### src/rtl/srate_pkg.sv
package srate_pkg;

    typedef enum logic [1:0] {
        PH_INIT   = 2'd0,
        PH_RELOAD = 2'd1,
        PH_COUNT  = 2'd2
    } phase_e;

    typedef struct packed {
        logic   fire;
        logic   ld_full;
        logic   ld_less;
        logic   dec;
        phase_e nxt;
    } step_act_t;

    function automatic step_act_t idle_act(input phase_e cur);
        step_act_t a;
        a.fire    = 1'b0;
        a.ld_full = 1'b0;
        a.ld_less = 1'b0;
        a.dec     = 1'b0;
        a.nxt     = cur;
        return a;
    endfunction

endpackage

### src/rtl/srate_decide.sv
module srate_decide
    import srate_pkg::*;
(
    input  logic      rst,
    input  logic      stall,
    input  phase_e    phase,
    input  logic      wait_zero,
    input  logic      rem_zero,
    output step_act_t act
);

    always_comb begin
        act = idle_act(phase);
        if (!rst && !stall) begin
            unique case (phase)
                PH_INIT: begin
                    act.ld_full = 1'b1;
                    act.nxt     = PH_COUNT;
                end
                PH_RELOAD: begin
                    if (wait_zero) begin
                        act.fire = 1'b1;
                        act.nxt  = PH_RELOAD;
                    end else begin
                        act.ld_less = 1'b1;
                        act.nxt     = PH_COUNT;
                    end
                end
                PH_COUNT: begin
                    if (rem_zero) begin
                        act.fire = 1'b1;
                        act.nxt  = PH_RELOAD;
                    end else begin
                        act.dec = 1'b1;
                    end
                end
                default: act.nxt = PH_INIT;
            endcase
        end
    end

endmodule

### src/rtl/srate_phase.sv
module srate_phase
    import srate_pkg::*;
(
    input  logic      clk,
    input  logic      rst,
    input  step_act_t act,
    output phase_e    phase
);

    always_ff @(posedge clk) begin
        if (rst) begin
            phase <= PH_INIT;
        end else begin
            phase <= act.nxt;
        end
    end

endmodule

### src/rtl/srate_count.sv
module srate_count
    import srate_pkg::*;
#(
    parameter int CNT_W = 8
) (
    input  logic             clk,
    input  logic             rst,
    input  step_act_t        act,
    input  logic [CNT_W-1:0] load_val,
    output logic             rem_zero
);

    localparam logic [CNT_W-1:0] ONE = CNT_W'(1);

    logic [CNT_W-1:0] rem;

    always_ff @(posedge clk) begin
        if (rst) begin
            rem <= '0;
        end else if (act.ld_full) begin
            rem <= load_val;
        end else if (act.ld_less) begin
            rem <= load_val - ONE;
        end else if (act.dec) begin
            rem <= rem - ONE;
        end
    end

    assign rem_zero = (rem == '0);

endmodule

### src/rtl/srate_ctl.sv
module srate_ctl
    import srate_pkg::*;
#(
    parameter int CNT_W = 8
) (
    input  logic             clk,
    input  logic             rst,
    input  logic [CNT_W-1:0] step_wait,
    input  logic             stall,
    output logic             commit_en
);

    phase_e    phase;
    step_act_t act;
    logic      rem_zero;
    logic      wait_zero;

    assign wait_zero = (step_wait == '0);

    srate_decide u_decide (
        .rst       (rst),
        .stall     (stall),
        .phase     (phase),
        .wait_zero (wait_zero),
        .rem_zero  (rem_zero),
        .act       (act)
    );

    srate_phase u_phase (
        .clk   (clk),
        .rst   (rst),
        .act   (act),
        .phase (phase)
    );

    srate_count #(.CNT_W(CNT_W)) u_count (
        .clk      (clk),
        .rst      (rst),
        .act      (act),
        .load_val (step_wait),
        .rem_zero (rem_zero)
    );

    assign commit_en = act.fire;

endmodule

### config.mk
export PLATFORM = sky130hd
export DESIGN_NAME = srate_ctl
export DESIGN_NICKNAME = d
export VERILOG_FILES = /design/src/rtl/srate_pkg.sv /design/src/rtl/srate_decide.sv /design/src/rtl/srate_phase.sv /design/src/rtl/srate_count.sv /design/src/rtl/srate_ctl.sv
export SDC_FILE = /design/constraint.sdc
export NUM_CORES = 1
export LEC_CHECK = 0
export BUFFER_PORTS_ARGS = -buffer_cell sky130_fd_sc_hd__buf_4
export CORE_UTILIZATION = 40
export CTS_CLUSTER_SIZE = 8
export DETAILED_ROUTE_END_ITERATION = 10
export GPL_TIMING_DRIVEN = 0
export PLACE_DENSITY_LB_ADDON = 0.08
export SLEW_MARGIN = 0
export SYNTH_ARGS = -nofsm -noshare
export SYNTH_HDL_FRONTEND = slang
export SYNTH_SLANG_ARGS = --single-unit
### constraint.sdc
create_clock -name clk -period 4.85 [get_ports clk]
set_clock_uncertainty 0.2 [all_clocks]
set_input_delay 0.97 -clock clk [delete_from_list [all_inputs] [get_ports clk]]
set_output_delay 0.97 -clock clk [all_outputs]
set_load 0.02 [all_outputs]
==> metrics.txt <==
CTS Hold Bufs 0; number of global-route vias before repair 925; Tmin final 3.53 ns; worst hold path type reg -> reg; DR pass1 iterations 4; Final ANT Viol Nets 0; layout cells sized above 1 22.0%; cell taking the most area after synthesis dfxtp_1; leakage 0.467 nW; DRC 0; synth top area cells dfxtp_1, mux2i_1, ha_1; vias per cell 6.09; I/O pins 12; TritonCTS clock tree done; status completed; Root Driver clkbuf_4; area share of the largest cell type after synthesis 20.2%; Worst EP arrival 3.55 ns; Fill cells 230; TritonCTS buffer count 3; Final Wtd Congestion 0.822; Clock Sinks 10; pwr dens 432 nW/µm²; GR Overflow Total 0; synthesis-stage register bit count 10; actual slew at the worst max-slew pin 0.497 ns; Final Hold Fails 0; final setup TNS 0 ns; Synth cell types 40; VDD IR max 298 µV; post-detail-place hpwl 1980 µm; maximum clock rate 283 MHz; core box area 2280 µm²; mean post-synth cell area 8.41 µm²; CTS resizes 0; setup repair bufs after CTS 0; prevailing post-synth register cell dfxtp_1; CTS H-tree lvls 1; Relative slew margins 66.9%; Yosys warnings 0; Async SR Flop Fraction 0%; WS Path Type in -> reg; CP Capture Type register; clk buf depth 2; die extent in y 51.8 µm; die area 2680 µm²; Rows 17; routed vias 975; RSZ-0062 raised after global routing false; synthesized net count 134; Post-synth EDFFs 0; WL met3 134 µm; DR iter-0 viols 42; final worst path period share 72.8%; setup violators final 0; Met2 Wirelength 1260 µm; worst path required time 4.87 ns; M1 wire length 1150 µm; top sig layer met4; GR Util All Layers 22.5%; largest net degree at the start of global routing 11; final wirelength 2580 µm; clk_lat worst skew 0.27 ns; Die Width 51.8 µm; port buffer count 10; synth cell count leaders nor2_1, dfxtp_1, o21ai_0, a21oi_1; global-route wire length before repair 4430 µm; initial antenna violation count 0; nets 149; MaxCap Viol Count 0; Gate Count Post-Synth 118; initial core utilization 43.6%; Worst-path clk slew 0.07 ns; total design power 0.492 mW; Max Fanout on Critical Path 10; antenna cells 0; count leader, synth nor2_1; Mapped Area 992 µm²; synthesis-to-layout area growth 14.8%; post-DR wirelength/cell 16.1 µm; CP startpoint kind input port; Seq/Total Area, Yosys 20.2%; final slew viol count 0
## through the flow
stage | setup slack, ns | cells | hold slack [ns] | utilization, % | instance area [µm²]
after global routing | 1.05 | 160 | 0.389 | 50.0 | 1140
final | 1.32 | 160 | 0.309 | 50.0 | 1140
after detailed placement | 1.04 | 156 | 0.304 | 48.4 | 1100
after global placement | 1.05 | 156 | 0.301 | 48.4 | 1100
after CTS | 1.32 | 160 | 0.317 | 50.0 | 1140
after floorplan | 1.37 | 118 | 0.276 | - | 992
## critical path, stage by stage
cell and delay, ns:
buf_2 0.17, nor3b_4 0.34, a21boi_1 0.24, buf_6 0.18
mux2i_1 0.24, ha_1 0.30, or3b_2 0.49, nor2_1 0.10
nor2_1 0.05, o31ai_1 0.24, o221a_1 0.22
## placed cells by master (no fill, tap or decap), drive strengths merged, types with 3 or more instances in the layout
cell	netlist	layout
dfxtp	10	10
ha	5	5
nor4	3	3
o21ai	10	10
clkbuf	0	4
nor3	6	6
xor2	6	6
nor2	11	11
inv	7	7
mux2i	7	7
nand2	6	6
a21oi	8	8
nand3	6	6
nor3b	4	4
buf	3	13
## state kept, by name (all words and copies together) (netlist names)
register,cells
u_count.rem,8
u_phase.phase,2
## worst paths after layout
check	from	end	slack, ns	cells after the start
max	rst	u_count.rem[4]$_SDFFE_PP0P_	1.32	11
min reg2reg	u_count.rem[0]$_SDFFE_PP0P_	u_count.rem[0]$_SDFFE_PP0P_	0.31	2
max reg2reg	u_phase.phase[1]$_SDFFE_PP0P_	u_count.rem[4]$_SDFFE_PP0P_	1.53	12
min	u_count.rem[0]$_SDFFE_PP0P_	u_count.rem[0]$_SDFFE_PP0P_	0.31	2
## cell type report
class                   instances  area (µm²)  share of cell area [%]
multi-input cells              98         744                    65.4
flip-flops and latches         10         200                    17.6
clock buffers                   4        36.3                    3.19
inverters                       7        26.3                    2.31
plain buffers                   3        21.3                    1.87
well taps                      28        35.0                    3.08
repair buffers                 10        75.1                    6.59
## power breakdown
part           total, mW  internal, mW  switching (mW)  leakage [nW]
Sequential         0.139         0.105          0.0333        0.0824
Combinational      0.276         0.124           0.151         0.364
Clock             0.0777        0.0456          0.0321        0.0210
Total              0.492         0.275           0.217         0.467
## kinds of logic after synthesis
group | count (synthesis) | synth area share [%]
compound gates | 34 | 24.8
xor+xnor | 7 | 6.18
fa+ha+maj | 5 | 6.31
buf+inv | 10 | 4.79
flops | 10 | 20.2
mux | 7 | 7.06
simple gates | 45 | 30.6
## metal layers
layer / vias to the layer above / GRT usage, %
met2: 31 / 36.8
met4: 0 / 8.11
met5: - / 0
li1: 474 / -
met1: 466 / 28.7
met3: 4 / 5.26
(Power assumes the default switching activity.)
